### src/rtl/bitmanip_pkg.sv
package bitmanip_pkg;
    typedef enum logic [1:0] {
        BOP_SET     = 2'b00,
        BOP_CLEAR   = 2'b01,
        BOP_INVERT  = 2'b10,
        BOP_EXTRACT = 2'b11
    } bop_e;
    localparam int IMM_POS_W = 6;
endpackage

### src/rtl/bitmanip_pos_mask.sv
module bitmanip_pos_mask #(
    parameter int XLEN  = 64,
    parameter int POS_W = $clog2(XLEN)
) (
    input  logic                                 use_imm_i,
    input  logic [XLEN-1:0]                      reg_pos_i,
    input  logic [bitmanip_pkg::IMM_POS_W-1:0]   imm_pos_i,
    output logic [POS_W-1:0]                     pos_o,
    output logic [XLEN-1:0]                      mask_o
);
    logic [POS_W-1:0] pos_sel;

    always_comb begin
        if (use_imm_i) pos_sel = imm_pos_i[POS_W-1:0];
        else           pos_sel = reg_pos_i[POS_W-1:0];
    end

    assign pos_o = pos_sel;

    for (genvar g = 0; g < XLEN; g++) begin : g_dec
        assign mask_o[g] = (pos_sel == POS_W'(g));
    end

    always_comb begin
        AST_MASK_ONEHOT: assert ($countones(mask_o) == 1);
    end
endmodule

### src/rtl/bitmanip_combine.sv
module bitmanip_combine #(
    parameter int XLEN  = 64,
    parameter int POS_W = $clog2(XLEN)
) (
    input  bitmanip_pkg::bop_e   op_i,
    input  logic [XLEN-1:0]      src_i,
    input  logic [XLEN-1:0]      mask_i,
    input  logic [POS_W-1:0]     pos_i,
    output logic [XLEN-1:0]      res_o
);
    import bitmanip_pkg::*;

    logic [XLEN-1:0] shifted;
    assign shifted = src_i >> pos_i;

    always_comb begin
        unique case (op_i)
            BOP_SET:     res_o = src_i | mask_i;
            BOP_CLEAR:   res_o = src_i & ~mask_i;
            BOP_INVERT:  res_o = src_i ^ mask_i;
            BOP_EXTRACT: res_o = {{(XLEN-1){1'b0}}, shifted[0]};
            default:     res_o = '0;
        endcase
    end

    always_comb begin
        if (op_i == BOP_SET)
            AST_SET_HIT: assert ((res_o & mask_i) == mask_i);
        if (op_i == BOP_CLEAR)
            AST_CLEAR_HIT: assert ((res_o & mask_i) == '0);
        if (op_i == BOP_INVERT)
            AST_INVERT_ONE: assert ($countones(res_o ^ src_i) == 1);
        if (op_i == BOP_EXTRACT)
            AST_EXTRACT_NARROW: assert (res_o[XLEN-1:1] == '0);
    end
endmodule

### src/rtl/bitmanip_single_unit.sv
module bitmanip_single_unit #(
    parameter int XLEN = 64
) (
    input  logic                                en_i,
    input  logic [1:0]                          op_i,
    input  logic [XLEN-1:0]                     src_i,
    input  logic                                use_imm_i,
    input  logic [XLEN-1:0]                     reg_pos_i,
    input  logic [bitmanip_pkg::IMM_POS_W-1:0]  imm_pos_i,
    output logic [XLEN-1:0]                     res_o,
    output logic                                valid_o
);
    import bitmanip_pkg::*;
    localparam int POS_W = $clog2(XLEN);

    logic [POS_W-1:0] pos;
    logic [XLEN-1:0]  mask;
    logic [XLEN-1:0]  raw_res;
    bop_e             op;

    assign op = bop_e'(op_i);

    bitmanip_pos_mask #(.XLEN(XLEN), .POS_W(POS_W)) u_mask (
        .use_imm_i (use_imm_i),
        .reg_pos_i (reg_pos_i),
        .imm_pos_i (imm_pos_i),
        .pos_o     (pos),
        .mask_o    (mask)
    );

    bitmanip_combine #(.XLEN(XLEN), .POS_W(POS_W)) u_comb (
        .op_i   (op),
        .src_i  (src_i),
        .mask_i (mask),
        .pos_i  (pos),
        .res_o  (raw_res)
    );

    assign valid_o = en_i;
    assign res_o   = en_i ? raw_res : '0;

    always_comb begin
        if (!en_i)
            AST_IDLE_ZERO: assert (res_o == '0);
    end
endmodule

### config.mk
export PLATFORM = sky130hd
export DESIGN_NAME = bitmanip_single_unit
export DESIGN_NICKNAME = d
export VERILOG_FILES = /design/src/rtl/bitmanip_pkg.sv /design/src/rtl/bitmanip_pos_mask.sv /design/src/rtl/bitmanip_combine.sv /design/src/rtl/bitmanip_single_unit.sv
export SDC_FILE = /design/constraint.sdc
export NUM_CORES = 1
export LEC_CHECK = 0
export BUFFER_PORTS_ARGS = -buffer_cell sky130_fd_sc_hd__buf_2
export CELL_PAD_IN_SITES_DETAIL_PLACEMENT = 0
export CELL_PAD_IN_SITES_GLOBAL_PLACEMENT = 2
export CORE_MARGIN = 2
export CORE_UTILIZATION = 26
export DETAILED_ROUTE_END_ITERATION = 16
export GPL_TIMING_DRIVEN = 0
export PLACE_DENSITY = 0.85
export SYNTH_ARGS = -nofsm -noshare
export SYNTH_HDL_FRONTEND = slang
export SYNTH_SLANG_ARGS = --single-unit
### constraint.sdc
create_clock -name vclk -period 3.5
set_clock_uncertainty 0.05 [all_clocks]
set_input_delay 0.35 -clock vclk [all_inputs]
set_output_delay 0.35 -clock vclk [all_outputs]
set_load 0.01 [all_outputs]
==> summary by stage <==
Synth
The most common cell in the netlist is sky130_fd_sc_hd__ha_1. The number of warnings reported in the yosys synthesis log is 0. The cell area after synthesis is a little under 0.005 mm^2. Of the synthesized area, sequential elements account for 0. The commonest cells after synthesis are 128 x sky130_fd_sc_hd__ha_1, 92 x sky130_fd_sc_hd__inv_1, 87 x sky130_fd_sc_hd__a21oi_1. The gate count after technology mapping is 749. Of all cell types, the one taking the most synthesized area is sky130_fd_sc_hd__ha_1. Yosys attributes the largest share of cell area to sky130_fd_sc_hd__ha_1 33%, sky130_fd_sc_hd__a21oi_1 9.0%, sky130_fd_sc_hd__and2_1 8.6%, sky130_fd_sc_hd__inv_1 7.1%, sky130_fd_sc_hd__nand3_1 6.7%. The number of different library cells in the post-synthesis netlist is 34. The synthesized area per cell is 6.470 um^2. The post-synthesis net count is about 1000. Of the post-synthesis cell area, the dominant cell type holds 0.3305.

Final layout
The utilization after layout is 0.3226. After the last flow step, the layout net total stands at approximately 1200. Relative to the synthesized area, the layout overhead comes to 20.81%.

In the final layout, the multi-input gates occupy 0.004217 mm^2. The footprint of the flip-flops and latches is 0 um^2. After filler insertion, the fill cell instance count of the layout stands at 2079. The sequential cell count is 0. After layout, the clock buffer instance count stands at 0.

In the final layout, the share of cells above drive strength 1 is 0.1975.

Power and ir drop
The peak supply drop is 51.56 uV. For this design the ratio of total power to cell area is 106.2 mW/mm^2. In this run the static leakage power is 2.982 nW. The total power of the final layout is ~0.00062 W.

STA
Setup repair after global routing left no endpoint under its margin. Of the available clock period, the critical path in the final layout requires 0.9624. The hold violation count in the final report is 0.

The maximum clock rate is 296.9 MHz. For the pin with the worst max-slew slack, the measured transition is between 0.8 and 0.9 ns. The tightest hold path in the finished design has a slack of 0.9775 ns. Setup violations remaining at the end of the flow were counted as 0.

The worst slew margin relative to its limit is 0.4114. The number of slew-limit violations in the final report is 0. The final worst setup slack is 0.1317 ns. The minimum clock period is approximately 3.4 ns.

Setup path
The critical path endpoint category is an output pin. The largest individual stage delay along the critical path comes from the cell sky130_fd_sc_hd__or3_1. The critical path is of the input port to output pin type.

The launching element of the worst setup path is use_imm_i. The largest fanout on the critical path is 10. STA classifies the critical path startpoint as an input port. The dominant delay contributor by cell family on the critical path is simple AND/OR/NAND/NOR gates. The required time at the endpoint of the critical path is roughly 3.1 ns. The number of buffer and inverter instances along the worst setup path is 4.

STA puts the critical path data arrival time at just under 3 ns. The longest individual stage delay on the worst path is between 0.4 and 0.5 ns. Traced cell by cell, the critical path runs through buf_6 > or3_1 > buf_4 > nand2_1 > buf_2 > nand3_1 > ha_1 > mux2i_1 > o21ai_0 > a32o_1 > buf_2. The most used cell along the critical path is sky130_fd_sc_hd__buf_2.

Detailed routing
The via count is 5611. In the final routed layout, each cell accounts on average for around 17 um. The final routed wirelength across all metal layers is slightly below 20000 um. The detail route stage leaves a number of antenna-violating nets equal to 0. Dividing the detail-routed via count by the number of cells gives around 5. The count of routing violations after the opening detailed-route iteration is about 380. The number of iterations in the first detailed-routing pass is 6.

After detailed routing, the number of remaining DRC violations is 0.

Die
The die covers 0.01975 mm^2. For this design the top-level I/O count stands at 203. The chip width is 140.5 um. The core region is 0.01815 mm^2. The number of cell rows is 49. The die outline height is 140.5 um. For this configuration, the core starts out at a cell density of 0.2670.

Global routing
The first global-routing pass estimated between 20000 and 30000 um of wire. The number of antenna violations at the first check in global routing came to 1. Entering global routing, the biggest net connects 11 pins. The number of global-route vias before repair came to between 5000 and 6000. Across every metal layer, demand over resource in global routing totals 0.1860. Summed over all layers, the global routing overflow is 0.

Worst hold path
In this run the most critical hold path is launched from en_i. In this run the worst hold path is classified as input port to output pin.

Run status
The flow ran to the end, and the final reports show no timing, DRC or antenna violations.

Placed design
The worst setup timing slack at the placement stage is -0.1270 ns. Routability-driven placement finished with a final weighted congestion of approximately 0.85. The total half-perimeter wirelength after legalization and detailed placement is about 15000 um. The count of input and output buffers is 142.

Clock tree
The number of setup buffers added after CTS is 0. The cts-stage hold buffer count is 0.

Flow run
The max-capacitance violation count is 0.
## layer usage
metal,GRT usage,part of all wire,up-vias,wire [um]
li1,-,-,2806,-
met1,0.2701,0.48,2579,9345
met2,0.3106,0.45,214,8663
met3,0.01538,0.060,12,1158
met4,0.01789,0.011,0,215
met5,0,0,-,0
## report_power, final
group / total [W] / switching, W / internal [W] / leakage, nW
Clock: 0.0000000000382 / 0 / 0.0000000000382 / 0.00000634
Sequential: 0 / 0 / 0 / 0
Combinational: 0.000622 / 0.000387 / 0.000235 / 2.98
Total: 0.000622 / 0.000387 / 0.000235 / 2.98
## cell usage in the layout, fill, tap and decap left out, types with 2 or more instances in the layout
cell	count
sky130_fd_sc_hd__a21oi_1	87
sky130_fd_sc_hd__a21oi_2	2
sky130_fd_sc_hd__and2_1	67
sky130_fd_sc_hd__buf_1	4
sky130_fd_sc_hd__buf_2	150
sky130_fd_sc_hd__buf_4	7
sky130_fd_sc_hd__buf_6	2
sky130_fd_sc_hd__clkbuf_1	34
sky130_fd_sc_hd__clkbuf_2	4
sky130_fd_sc_hd__ha_1	128
sky130_fd_sc_hd__inv_1	92
sky130_fd_sc_hd__mux2i_1	23
sky130_fd_sc_hd__nand2_1	70
sky130_fd_sc_hd__nand2b_1	3
sky130_fd_sc_hd__nand3_1	65
sky130_fd_sc_hd__nand4_1	3
sky130_fd_sc_hd__nor2_1	41
sky130_fd_sc_hd__o21a_1	4
sky130_fd_sc_hd__o21ai_0	64
sky130_fd_sc_hd__o22ai_1	10
sky130_fd_sc_hd__o32ai_1	2
sky130_fd_sc_hd__o32ai_2	4
sky130_fd_sc_hd__o41ai_1	11
sky130_fd_sc_hd__o41ai_2	2
sky130_fd_sc_hd__or3b_4	2
## logic make-up (layout without fill, tap and decap cells)
family	after synthesis	count (layout)	share of synthesized area
simple gates	258	258	0.2657
compound gates	188	188	0.2264
buf+inv	152	294	0.1299
fa+ha+maj	128	128	0.3305
mux	23	23	0.04751
other cells	0	1	0
## cell type report
type                            instances  area share
Multi-Input combinational cell        597      0.7202
Timing Repair Buffer                  142      0.1214
Inverter                               92     0.05899
Buffer                                 60     0.05001
Tap cell                              229     0.04894
Antenna cell                            1   0.0004274
## final timing paths
check / end / slack (ns) / cells past startpoint
worst max-delay path: res_o[0] / 0.13 / 11
worst min-delay path: valid_o / 0.98 / 3
## stage by stage
stage / area, um^2 / TNS [ns] / instances
after floorplan: 4846 / 0 / 749
after global placement: 5843 / -0.5056 / 1120
after detailed placement: 5843 / -0.5228 / 1120
after CTS: 5847 / 0 / 1120
after global routing: 5854 / 0 / 1121
final: 5854 / 0 / 1121
## what timing repair did
action	in CTS	in global routing
setup endpoints to repair	15	33
resized for setup	3	7
endpoints found under the hold margin	0	0
(Power assumes the default switching activity.)
